`config.mk`:
```
export PLATFORM = sky130hd
export DESIGN_NAME = ivt_timer
export DESIGN_NICKNAME = d
export VERILOG_FILES = /design/src/rtl/ivt_pkg.sv /design/src/rtl/ivt_tick_gen.sv /design/src/rtl/ivt_count.sv /design/src/rtl/ivt_timer.sv
export SDC_FILE = /design/constraint.sdc
export NUM_CORES = 1
export LEC_CHECK = 0
export BUFFER_PORTS_ARGS = -buffer_cell sky130_fd_sc_hd__buf_2
export CAP_MARGIN = 40
export CORE_ASPECT_RATIO = 1.5
export CORE_MARGIN = 4
export CORE_UTILIZATION = 40
export CTS_CLUSTER_DIAMETER = 120
export CTS_CLUSTER_SIZE = 28
export DETAILED_ROUTE_END_ITERATION = 12
export PLACE_DENSITY_LB_ADDON = 0.08
export SYNTH_ARGS = -nofsm -noshare
export SYNTH_HDL_FRONTEND = slang
export SYNTH_SLANG_ARGS = --single-unit
```
`constraint.sdc`:
```
create_clock -name clk -period 3.7 [get_ports clk]
set_input_delay 0.555 -clock clk [delete_from_list [all_inputs] [get_ports clk]]
set_output_delay 0.555 -clock clk [all_outputs]
set_load 0.1 [all_outputs]
```
`src/rtl/ivt_pkg.sv`:
```
package ivt_pkg;

   // control byte bit positions
   localparam int CB_SRC_EXT = 0;   // 0: prescaler, 1: external input
   localparam int CB_FLAG    = 1;   // internal flag, inverts on terminal count
   localparam int CB_PIN     = 2;   // drives tgl_out
   localparam int CB_UP      = 3;   // 1: count up
   localparam int CB_SRC_ALT = 4;   // divide-256 / falling-edge select
   localparam int CB_AUTO    = 5;   // reload on terminal count
   localparam int CB_LOAD    = 6;   // write-only: load now
   localparam int CB_IRQEN   = 7;   // interrupt enable

   // tick source, encoded as {alt, ext}
   typedef enum logic [1:0] {
      SRC_DIV_LO   = 2'b00,
      SRC_EXT_RISE = 2'b01,
      SRC_DIV_HI   = 2'b10,
      SRC_EXT_FALL = 2'b11
   } src_e;

   function automatic src_e src_of(input logic [7:0] c);
      return src_e'({c[CB_SRC_ALT], c[CB_SRC_EXT]});
   endfunction

endpackage

```
`src/rtl/ivt_tick_gen.sv`:
```
module ivt_tick_gen
   import ivt_pkg::*;
#(
   parameter int DIV_LO_LOG2 = 4,
   parameter int DIV_HI_LOG2 = 8,
   parameter int SYNC_STAGES = 2
) (
   input  logic clk,
   input  logic rst_n,
   input  logic restart,
   input  src_e src,
   input  logic ext_in,
   output logic tick
);

   if (DIV_LO_LOG2 < 1 || DIV_HI_LOG2 <= DIV_LO_LOG2) begin : g_bad_div
      $error("ivt_tick_gen: need 1 <= DIV_LO_LOG2 < DIV_HI_LOG2");
   end
   if (SYNC_STAGES < 2) begin : g_bad_sync
      $error("ivt_tick_gen: SYNC_STAGES must be at least 2");
   end

   // prescaler
   logic [DIV_HI_LOG2-1:0] pre_q;

   always_ff @(posedge clk or negedge rst_n) begin
      if (!rst_n)       pre_q <= '0;
      else if (restart) pre_q <= '0;
      else              pre_q <= pre_q + 1'b1;
   end

   logic div_lo_hit, div_hi_hit;
   assign div_lo_hit = &pre_q[DIV_LO_LOG2-1:0];
   assign div_hi_hit = &pre_q;

   // synchronizer and edge detector
   logic [SYNC_STAGES-1:0] sync_q;
   logic                   last_q;

   always_ff @(posedge clk or negedge rst_n) begin
      if (!rst_n) begin
         sync_q <= '0;
         last_q <= 1'b0;
      end else begin
         sync_q <= {sync_q[SYNC_STAGES-2:0], ext_in};
         last_q <= sync_q[SYNC_STAGES-1];
      end
   end

   logic ext_rise, ext_fall;
   assign ext_rise =  sync_q[SYNC_STAGES-1] & ~last_q;
   assign ext_fall = ~sync_q[SYNC_STAGES-1] &  last_q;

   always_comb begin
      unique case (src)
         SRC_DIV_LO:   tick = div_lo_hit;
         SRC_DIV_HI:   tick = div_hi_hit;
         SRC_EXT_RISE: tick = ext_rise;
         SRC_EXT_FALL: tick = ext_fall;
         default:      tick = 1'b0;
      endcase
   end

endmodule

```
`src/rtl/ivt_count.sv`:
```
module ivt_count #(
   parameter int W = 24
) (
   input  logic         clk,
   input  logic         rst_n,
   input  logic         tick,
   input  logic         up,
   input  logic         auto_rl,
   input  logic         load,
   input  logic [W-1:0] reload_val,
   output logic [W-1:0] cnt,
   output logic         tc
);

   logic [W-1:0] step;

   assign step = up ? cnt + 1'b1 : cnt - 1'b1;
   assign tc   = tick & ~load & (step == '0);

   always_ff @(posedge clk or negedge rst_n) begin
      if (!rst_n)              cnt <= '0;
      else if (load)           cnt <= reload_val;
      else if (tc && auto_rl)  cnt <= reload_val;
      else if (tick)           cnt <= step;
   end

endmodule

```
`src/rtl/ivt_timer.sv`:
```
module ivt_timer
   import ivt_pkg::*;
#(
   parameter int COUNT_W     = 24,
   parameter int DIV_LO_LOG2 = 4,
   parameter int DIV_HI_LOG2 = 8,
   parameter int SYNC_STAGES = 2,
   localparam int NBYTES     = COUNT_W / 8,
   localparam int ADDR_W     = $clog2(NBYTES + 1)
) (
   input  logic              clk,
   input  logic              rst_n,
   input  logic              bus_sel,
   input  logic              bus_we,
   input  logic [ADDR_W-1:0] bus_addr,
   input  logic [7:0]        bus_wdata,
   output logic [7:0]        bus_rdata,
   input  logic              ext_clk_in,
   output logic              tgl_out,
   output logic              irq_o
);

   localparam logic [ADDR_W-1:0] STAT_ADDR = ADDR_W'(NBYTES);

   if (COUNT_W < 8 || (COUNT_W % 8) != 0) begin : g_bad_width
      $error("ivt_timer: COUNT_W must be a positive multiple of 8");
   end

   // bus decode
   logic ctrl_wr, stat_rd;
   assign ctrl_wr = bus_sel &  bus_we & (bus_addr == STAT_ADDR);
   assign stat_rd = bus_sel & ~bus_we & (bus_addr == STAT_ADDR);

   // reload value, written bytewise
   logic [COUNT_W-1:0] reload_q;

   always_ff @(posedge clk or negedge rst_n) begin
      if (!rst_n) reload_q <= '0;
      else if (bus_sel && bus_we) begin
         for (int b = 0; b < NBYTES; b++)
            if (bus_addr == ADDR_W'(b)) reload_q[b*8 +: 8] <= bus_wdata;
      end
   end

   // control byte and pending flag
   logic [7:0] ctrl_q;
   logic       pend_q;
   logic       tc;

   always_ff @(posedge clk or negedge rst_n) begin
      if (!rst_n) ctrl_q <= '0;
      else if (ctrl_wr) begin
         ctrl_q          <= bus_wdata;
         ctrl_q[CB_LOAD] <= 1'b0;
      end else if (tc) begin
         ctrl_q[CB_PIN]  <= ~ctrl_q[CB_PIN];
         ctrl_q[CB_FLAG] <= ~ctrl_q[CB_FLAG];
      end
   end

   always_ff @(posedge clk or negedge rst_n) begin
      if (!rst_n)       pend_q <= 1'b0;
      else if (tc)      pend_q <= 1'b1;
      else if (stat_rd) pend_q <= 1'b0;
   end

   // the internal flag has no load by design
   logic unused_ctrl;
   assign unused_ctrl = ^{ctrl_q[CB_FLAG], ctrl_q[CB_LOAD]};

   // tick source
   logic tick, restart, ld;
   assign restart = ctrl_wr && (src_of(bus_wdata) != src_of(ctrl_q));
   assign ld      = ctrl_wr & bus_wdata[CB_LOAD];

   ivt_tick_gen #(
      .DIV_LO_LOG2 (DIV_LO_LOG2),
      .DIV_HI_LOG2 (DIV_HI_LOG2),
      .SYNC_STAGES (SYNC_STAGES)
   ) u_tick (
      .clk     (clk),
      .rst_n   (rst_n),
      .restart (restart),
      .src     (src_of(ctrl_q)),
      .ext_in  (ext_clk_in),
      .tick    (tick)
   );

   // counter
   logic [COUNT_W-1:0] cnt;

   ivt_count #(.W(COUNT_W)) u_cnt (
      .clk        (clk),
      .rst_n      (rst_n),
      .tick       (tick),
      .up         (ctrl_q[CB_UP]),
      .auto_rl    (ctrl_q[CB_AUTO]),
      .load       (ld),
      .reload_val (reload_q),
      .cnt        (cnt),
      .tc         (tc)
   );

   // read lanes
   logic [7:0] cnt_byte [NBYTES];

   for (genvar b = 0; b < NBYTES; b++) begin : g_lane
      assign cnt_byte[b] = cnt[b*8 +: 8];
   end

   always_comb begin
      bus_rdata = '0;
      if (bus_addr == STAT_ADDR)
         bus_rdata = {ctrl_q[CB_IRQEN], 6'b0, pend_q};
      else
         for (int b = 0; b < NBYTES; b++)
            if (bus_addr == ADDR_W'(b)) bus_rdata = cnt_byte[b];
   end

   assign irq_o   = pend_q & ctrl_q[CB_IRQEN];
   assign tgl_out = ctrl_q[CB_PIN];

endmodule

```
# --- After elaboration in Yosys (flattened, before gate mapping) ---
# Cells that the tools add are included.
word_totals:
  regBits: 67
  input_bits: 15
  output_inout_bits: 10
  elab_cells: 64
classes:
  addsub: 3
  n_eq_ne: 7
  n_mux: 14
  bitwise: 16
  n_reduce_logical: 14
ops:
  columns: ["cell", "count"]
  rows:
  - ["24-bit two-way mux", 4]
  - ["8-bit two-way mux", 5]
  - ["24-bit by 1-bit adder with 24-bit output, second input constant", 1]
  - ["24-bit logical NOT", 1]
  - ["24-bit by 1-bit subtractor with 24-bit output, second input constant", 1]
  - ["1-bit AND", 10]
  - ["8-bit by 1-bit adder with 8-bit output, second input constant", 1]
  - ["2-bit == test, second input constant", 4]
  - ["8-bit AND reduction", 1]
  - ["1-bit inverter", 6]
  - ["2-bit AND reduction", 3]
  - ["2-bit by 1-bit == test with 1-bit output, second input constant", 2]
  - ["2-bit logical NOT", 2]
  - ["2-bit two-way mux", 2]
  - ["1-bit case mux with 4 select lines", 1]
  - ["4-bit AND reduction", 1]
  - ["2-bit nonzero test", 2]
  - ["1-bit logical AND", 3]
  - ["3-bit nonzero test", 1]
  - ["1-bit two-way mux", 2]
  - ["2-bit != test", 1]

# --- Logic depth before layout (Yosys ltp) ---
# Gate-level depths: netlist of run 1.
logic_depth:
  word_depth: 9
  depth_mapped: 15
  mapped_depth_nobuf: 12

# --- Cells and area by module ---
# Synthesis of run 1 repeated with hierarchy kept, for this count alone.
hier_totals:
  cells_unflattened: 533
  area_unflattened_um2: 5156.2
by_module_without_submodules:
  columns: ["module", "instances", "cells_per_inst", "area_per_inst_um2", "seq_area_each_um2"]
  rows:
  - ["ivt_count", 1, 398, 3238.1, 600.6]
  - ["ivt_timer", 1, 93, 1446.4, 775.7]
  - ["ivt_tick_gen", 1, 42, 471.7, 275.3]

# --- Least setup slack after synthesis of run 1 ---
# Ideal clock, no wire load.
synth_path:
  path_type: "input -> output"
  start: "in bus_addr[0]"
  end: "out bus_rdata[1]"
  t_arrival_ns: 3.220
  required_time_ns: 3.145
  slack_ns: -0.075
  stages: 3
  n_path_buf: 1
  path_cell_list: "buf_1 mux2i_1 o21ai_0"
synth_between:
  elab_chain_cells: 5
  elab_cells_between_ends: 8
  cone_classes: "eq/ne (3); mux (4); reduce/logical (1)"
synth_lines:
  columns: ["element", "line", "source"]
  rows:
  - ["start, declared", "ivt_timer.sv:15", "input logic [ADDR_W-1:0] bus_addr,"]
  - ["2-bit logical NOT", "ivt_timer.sv:117", "if (bus_addr == ADDR_W'(b)) bus_rdata = cnt_byte[b];"]
  - ["8-bit two-way mux (3 in a row)", "ivt_timer.sv:117", null]
  - ["8-bit two-way mux (*)", "ivt_timer.sv:113", "if (bus_addr == STAT_ADDR)"]
  - ["end, declared", "ivt_timer.sv:17", "output logic [7:0] bus_rdata,"]
# Every way passes the cells marked *; elsewhere a longest branch is shown, timed or not.

# --- Final worst setup path of run 1 ---
layout_path:
  start: "reg ctrl_q[3]"
  end: "reg u_cnt.cnt[3]"
layout_between:
  elab_chain_cells: 6
  elab_cells_between_ends: 8
  cone_classes: "mux (4); bitwise (1); reduce/logical (3)"
layout_lines:
  columns: ["element", "line", "source"]
  rows:
  - ["start, declared", "ivt_timer.sv:46", "logic [7:0] ctrl_q;"]
  - ["start signal, assigned", "ivt_timer.sv:53", "ctrl_q <= bus_wdata;"]
  - ["start signal, assigned by index", "ivt_timer.sv:56", "ctrl_q[CB_PIN] <= ~ctrl_q[CB_PIN];"]
  - ["start signal, assigned by index", "ivt_timer.sv:57", "ctrl_q[CB_FLAG] <= ~ctrl_q[CB_FLAG];"]
  - ["24-bit two-way mux (*)", "ivt_count.sv:17", "assign step = up ? cnt + 1'b1 : cnt - 1'b1;"]
  - ["24-bit logical NOT", "ivt_count.sv:18", "assign tc = tick & ~load & (step == '0);"]
  - ["1-bit AND", "ivt_count.sv:18", null]
  - ["1-bit logical AND", "ivt_count.sv:23", "else if (tc && auto_rl) cnt <= reload_val;"]
  - ["24-bit two-way mux", "ivt_count.sv:23", null]
  - ["24-bit two-way mux", "ivt_count.sv:22", "else if (load) cnt <= reload_val;"]
  - ["end signal, assigned", "ivt_count.sv:22", null]
  - ["end signal, assigned", "ivt_count.sv:23", null]
  - ["end signal, assigned", "ivt_count.sv:24", "else if (tick) cnt <= step;"]
  - ["end, declared", "ivt_count.sv:11", "output logic [W-1:0] cnt,"]
# Every way passes the cells marked *; elsewhere a longest branch is shown, timed or not. The select of a mux whose other input is x is not followed.
# A chain may end at the register's enable or synchronous reset.

==> impl_metrics.toml, run 1 <==
[yosys]
synthCells = 467
synth_top_family_by_area = "multiplexers"
synth-main-ff-cell = "dfrtp_1"
synth_cell_types = 71
synth_seq_area_share_pct = 35.19
yosysMostFrequentCell = "dfrtp_1"
synth.net_count = 507
async_reset_ff_share_pct = 100.0
synth-edff-count = 0
yosysTopAreaCellShare_pct = 35.19
synth-simple-area-share_pct = 14.58
muxShareOfSynthArea_pct = 17.60
synth.avg_cell_area_um2 = 10.05
synthTopCellsByCount = "dfrtp_1, nand2_1, o21ai_0, mux2_2"
synth-seq-cells = 66
synth_area_leaders = "dfrtp_1, mux2_2, mux2_4, ha_1, nand2_1"
netlist_area_um2 = 4693
yosys_warnings = 0
synth_top_cell_by_area = "dfrtp_1"
synth_compound_area_share_pct = 16.61
synthAdderAreaFrac_pct = 6.825
synthXorXnorAreaFrac_pct = 5.039

[clock_tree]
clk_pin_slew_ns = 0.05
htree_levels = 3
cts.path.max_buffers = 2
clk_root_buffer_cell = "clkbuf_16"
numCtsBuffers = 9
insertion_delay_ns = 0.32
cts.sinks = 66
tritoncts = "yes"

[placed_design]
dpl.cell_count = 697
port_buffers = 24
place_area_um2 = 5428
dpl.hpwl_mm = 10.20
place_ws_ns = -0.2795
gp_congestion = 0.8490

[timing]
skew_ns = 0.004714
slew_headroom_pct = 47.83
final.period_utilization_pct = 101.3
rsz0062_at_grt = "true"
hold_viol_final = 0
drv_slew = 0
finalCriticalPeriod_ns = 3.750
setup_ws_ns = -0.04990
setup_viol = 19
tightest_slew_ns = 0.7825
max_freq_ghz = 0.2667

[power_and_ir_drop]
power_mw = 6.870
internal_power_mw = 3.905
p_leak_nw = 2.850
clockPowerShare_pct = 12.0
sw_frac_of_total_pct = 43.16
p_switching_mw = 2.965
seqPwrFrac_pct = 17.6
power_frac_comb_pct = 70.4
power_density_nw_per_um2 = 1070
peakVddDrop_uv = 429.7

[worst_setup_path]
reg2reg_to = "u_cnt.cnt[3]"
endpoint = "u_cnt.cnt[3]"
end_kind = "flip-flop"
worstRegToRegCells = 16
critical_path_arrival_ns = 3.95
crit_start = "ctrl_q[3]"
critPathRequiredTime_ns = 3.90
rrSetupSlack_ns = -0.05
setup.worst_path.class = "reg2reg"
crit_path_start_kind = "flip-flop"
crit_fanout = 6
timing.rr.start = "ctrl_q[3]"

[routing]
wl_met1_mm = 5.562
via_count = 3940
drtIter0Drc = 164
wl_met2_mm = 7.290
wl_per_cell_um = 18.20
post-route-drc-count = 0
avgViaCountPerCell = 5.332
routed_wl_mm = 13.45
firstDrtPassIters = 4
highest_layer = "met4"
antenna_left = 0
wl_met3_um = 329

[cells_and_area]
drive_gt1_share_pct = 44.99
n_antenna_cell = 0
fin_cells = 739
nets = 626
nFillCells = 1030
post-route-cell-area_um2 = 6421
area_delta_synth_final_pct = 36.82

[grt]
grt_pass1_vias = 4120
grt_pass1_wl_mm = 21.28
grt_overflow = 0
antenna_found_initial = 0
grtUsageTotal_pct = 20.55
grt_start_max_net_pins = 40

[floorplan]
io_pins = 25
die_w_um = 96.44
row_count = 48
die_h_um = 140.7
start_util_pct = 40.91
core_area_um2 = 11470
dieArea_um2 = 13570

[run_status]
status = "finished with violations"
violations = "negative setup slack"

[run]
cap_violations = 0

[worst_hold_path]
min_path_type = "in2async"
==> cell usage in the layout (no fill, tap or decap), types with 3 or more instances in the layout <==
| cell type | count |
|---|---|
| inv_1 | 11 |
| a21oi_4 | 3 |
| nand4_1 | 6 |
| mux2_2 | 35 |
| a211oi_2 | 3 |
| nor3_1 | 5 |
| o21ai_0 | 27 |
| a31oi_1 | 4 |
| clkbuf_16 | 11 |
| a211o_1 | 4 |
| ha_1 | 11 |
| buf_6 | 5 |
| nand3_1 | 11 |
| dfrtp_1 | 66 |
| o21ai_1 | 13 |
| nand2b_1 | 3 |
| mux2_4 | 22 |
| xnor2_1 | 9 |
| mux2i_1 | 6 |
| o211ai_1 | 6 |
| nand2_2 | 5 |
| ha_4 | 12 |
| nand2_1 | 57 |
| a21o_1 | 4 |
| nor2_1 | 22 |
| buf_12 | 4 |
| a21oi_2 | 11 |
| buf_2 | 24 |
| a21oi_1 | 11 |
| buf_4 | 89 |
| xor2_1 | 15 |
==> critical path, cell delays in order, from the launching register on <==
cell and delay, ns:
dfrtp_1 0.38, clkinvlp_4 0.15, buf_12 0.16, buf_6 0.11, ha_4 0.22, nor2b_4 0.14
o31ai_4 0.26, a21oi_2 0.11, a211o_1 0.29, a31oi_1 0.19, xor2_1 0.30, nand4_4 0.15
nor4_4 0.39, a22o_4 0.21, buf_6 0.13, buf_12 0.12, mux2_2 0.32
==> power by group through the flow <==
| stage | clock network [mW] | logic (mW) | registers (mW) |
|---|---|---|---|
| finish | 0.825 | 4.83 | 1.21 |
| global route | 0.879 | 5.21 | 1.24 |
| CTS | 0.841 | 4.38 | 1.20 |
| detailed placement | 0 | 3.89 | 1.18 |
| global placement | 0 | 3.85 | 1.18 |
| floorplan | 0 | 2.51 | 1.13 |
==> metal layers <==
metal,up-vias,global-route usage [%]
met5,-,0
met2,66,36.94
met1,1919,24.91
li1,1933,-
met3,22,2.883
met4,0,6.061
==> worst min-delay path by stage <==
stage                     cells past startpoint        startpoint          endpoint  slack [ns]
final                                         1             rst_n   u_tick.pre_q[0]        0.31
after global placement                        0  u_tick.sync_q[0]  u_tick.sync_q[1]        0.34
after global routing                          1        ext_clk_in  u_tick.sync_q[0]        0.33
after CTS                                     1             rst_n   u_tick.pre_q[0]        0.33
after detailed placement                      0  u_tick.sync_q[0]  u_tick.sync_q[1]        0.34
after floorplan                               0             rst_n         ctrl_q[0]        0.26
==> repair_timing <==
item | CTS | global route
cloned | 1 | 2
hold buffers | 0 | 0
setup endpoints to repair | 24 | 24
pin swaps | 17 | 16
setup buffers | 16 | 10
resized for setup | 50 | 33
==> registers in the layout (all words and copies together) (netlist names) <==
name and count:
pend_q 1, u_cnt.cnt 24, ctrl_q 6, reload_q 24, u_tick.pre_q 8, u_tick.last_q 1, u_tick.sync_q 2
==> area by class of cell <==
class / instances / area (um^2) / share of cell area [%]
clock buffer: 11 / 252.7 / 3.936
clock inverter: 3 / 40.04 / 0.6235
inverter: 12 / 48.80 / 0.7599
multi-input combinational: 372 / 3251 / 50.62
sequential: 66 / 1652 / 25.72
tap: 150 / 187.7 / 2.923
timing repair buffer: 125 / 989.7 / 15.41
==> per-stage QoR <==
stage | util, % | hold slack, ns | setup TNS [ns]
2_1_floorplan | - | 0.2594 | -0.8395
3_3_place_gp | 47.32 | 0.3443 | -5.108
3_5_place_dp | 47.32 | 0.3370 | -5.830
4_1_cts | 53.39 | 0.3272 | -1.598
5_1_grt | 55.98 | 0.3290 | -2.779
6_report | 55.98 | 0.3106 | -0.5344
==> logic make-up (layout without fill, tap and decap cells) <==
family / Yosys count / in the layout
muxes: 65 / 65
and+or+nand+nor: 140 / 140
DFF: 66 / 66
xor gates and xnor gates: 27 / 27
buffers and inverters: 29 / 151
AOI/OAI and AO/OA: 115 / 115
adders and majority gates: 25 / 25
Power figures use the tool's default switching activity.
==> run 2, diff against run 1 <==
--- a/config.mk
+++ b/config.mk
@@ -8,5 +8,4 @@
 export BUFFER_PORTS_ARGS = -buffer_cell sky130_fd_sc_hd__buf_2
 export CAP_MARGIN = 40
-export CORE_ASPECT_RATIO = 1.5
 export CORE_MARGIN = 4
 export CORE_UTILIZATION = 40
==> constraint.sdc (replaced) <==
create_clock -name clk -period 3.7 [get_ports clk]
set_input_delay 0.555 -clock clk [delete_from_list [all_inputs] [get_ports clk]]
set_output_delay 0.555 -clock clk [all_outputs]
set_load 0.01 [all_outputs]
==> impl_metrics.toml, run 2 (synthesis results as in run 1) <==
[clock_tree]
clk_pin_slew_ns = 0.05
cts.sinks = 66
htree_levels = 3
numCtsBuffers = 9
clk_root_buffer_cell = "clkbuf_16"
cts.path.max_buffers = 2
insertion_delay_ns = 0.32
tritoncts = "yes"
hold_buffers = 0

[power_and_ir_drop]
p_switching_mw = 2.759
clockPowerShare_pct = 11.5
power_mw = 6.807
peakVddDrop_uv = 599.6
internal_power_mw = 4.048
power_density_nw_per_um2 = 1041
sw_frac_of_total_pct = 40.53
p_leak_nw = 2.946
power_frac_comb_pct = 70.6
seqPwrFrac_pct = 17.9

[timing]
tightest_slew_ns = 0.6408
skew_ns = 0.004399
setup_ws_ns = -0.01608
max_freq_ghz = 0.2691
drv_slew = 0
slew_headroom_pct = 57.28
hold_viol_final = 0
finalCriticalPeriod_ns = 3.716
final.period_utilization_pct = 100.4
rsz0062_at_grt = "true"
setup_viol = 15

[worst_setup_path]
crit_fanout = 5
rrSetupSlack_ns = -0.02
end_kind = "flip-flop"
critPathRequiredTime_ns = 3.90
setup.worst_path.class = "reg2reg"
reg2reg_to = "u_cnt.cnt[23]"
crit_path_start_kind = "flip-flop"
timing.rr.start = "ctrl_q[3]"
endpoint = "u_cnt.cnt[23]"
worstRegToRegCells = 16
critical_path_arrival_ns = 3.92
crit_start = "ctrl_q[3]"

[placed_design]
port_buffers = 24
dpl.cell_count = 711
dpl.hpwl_mm = 10.05
gp_congestion = 0.9052

[routing]
firstDrtPassIters = 4
post-route-drc-count = 0
via_count = 3953
avgViaCountPerCell = 5.222
wl_per_cell_um = 17.45
routed_wl_mm = 13.21
drtIter0Drc = 211
antenna_left = 0

[floorplan]
core_area_um2 = 11470
start_util_pct = 40.93
dieArea_um2 = 13530
row_count = 39
die_h_um = 116.3
io_pins = 25
die_w_um = 116.3

[cells_and_area]
largestRegisters = "reload_q x24, u_cnt.cnt x24, u_tick.pre_q x8"
area_delta_synth_final_pct = 39.32
mostFrequentLayoutCell = "buf_4"
drive_gt1_share_pct = 46.25
n_antenna_cell = 0
nFillCells = 969
nets = 649
fin_cells = 757
final_cell_mix = "buf_4, dfrtp_1, nand2_1"

[run_status]
violations = "negative setup slack"
status = "finished with violations"

[grt]
grt_pass1_vias = 4077
grt_start_max_net_pins = 40
grt_pass1_wl_mm = 21.27
grtUsageTotal_pct = 20.61
antenna_found_initial = 0
grt_overflow = 0

[worst_hold_path]
min_path_type = "in2async"

[run]
cap_violations = 0
run 2: metrics by stage:
| stage | util, % | hold slack [ns] | instance area [um^2] | TNS, ns | worst slack [ns] |
|---|---|---|---|---|---|
| floorplan | - | 0.2594 | 4697 | -0.8395 | -0.04197 |
| global placement | 48.63 | 0.3377 | 5577 | -6.242 | -0.2854 |
| detailed placement | 48.63 | 0.3355 | 5577 | -6.116 | -0.2830 |
| CTS | 55.50 | 0.06479 | 6365 | -0.5781 | -0.03999 |
| global route | 57.02 | 0.08048 | 6539 | -4.181 | -0.1896 |
| finish | 57.02 | 0.08038 | 6539 | -0.09179 | -0.01608 |
run 2: repair_timing:
action | CTS | global route
cloned | 2 | 0
endpoints found under the setup margin | 24 | 24
gates resized for setup | 58 | 25
pin swaps | 25 | 19
setup buffers | 22 | 6
run 2: how the worst min path moves through the flow:
| stage | startpoint | to | slack (ns) | cells past startpoint |
|---|---|---|---|---|
| 2_1_floorplan | rst_n | ctrl_q[0] | 0.26 | 0 |
| 3_3_place_gp | u_tick.sync_q[0] | u_tick.sync_q[1] | 0.34 | 0 |
| 3_5_place_dp | u_tick.sync_q[0] | u_tick.sync_q[1] | 0.34 | 0 |
| 4_1_cts | rst_n | reload_q[18] | 0.06 | 1 |
| 5_1_grt | rst_n | reload_q[14] | 0.08 | 1 |
| 6_report | rst_n | reload_q[18] | 0.08 | 1 |
run 2: power groups by stage:
stage | clock [mW] | combinational, mW | sequential [mW]
after CTS | 0.806 | 4.42 | 1.21
after floorplan | 0 | 2.28 | 1.12
after global placement | 0 | 3.81 | 1.19
after detailed placement | 0 | 3.83 | 1.19
final | 0.781 | 4.81 | 1.22
after global routing | 0.837 | 5.19 | 1.25
run 2: critical path, cell delays in order, from the launching register on:
cell and delay, ns:
dfrtp_2 0.39, buf_6 0.11, clkinvlp_4 0.18, ha_4 0.30, buf_6 0.13, a21oi_4 0.14
o21ai_4 0.09, a21o_1 0.16, a211o_1 0.34, buf_4 0.16, xor2_2 0.18, a211oi_2 0.29
nand4_1 0.19, nor4_4 0.24, a22o_4 0.23, buf_6 0.15, mux2_4 0.30
run 2: final cells by class:
class | instances | area (um^2) | share of cell area [%]
multi-input cells | 372 | 3229 | 49.39
inverters | 12 | 48.80 | 0.7463
well taps | 143 | 178.9 | 2.736
repair buffers | 147 | 1137 | 17.39
repair inverters | 1 | 7.507 | 0.1148
flip-flops and latches | 66 | 1653 | 25.28
clock inverters | 2 | 10.01 | 0.1531
clock buffers | 14 | 274.0 | 4.191
run 2: routing by layer:
metal  GRT usage [%]  wire (um)  vias up  share of wire (%)
met5               0          0        -                  0
met4           7.889        350        0                2.7
li1                -          -     1989                  -
met3           3.161        350       20                2.7
met1           28.86       6569     1874                 50
met2           32.23       5937       70                 45
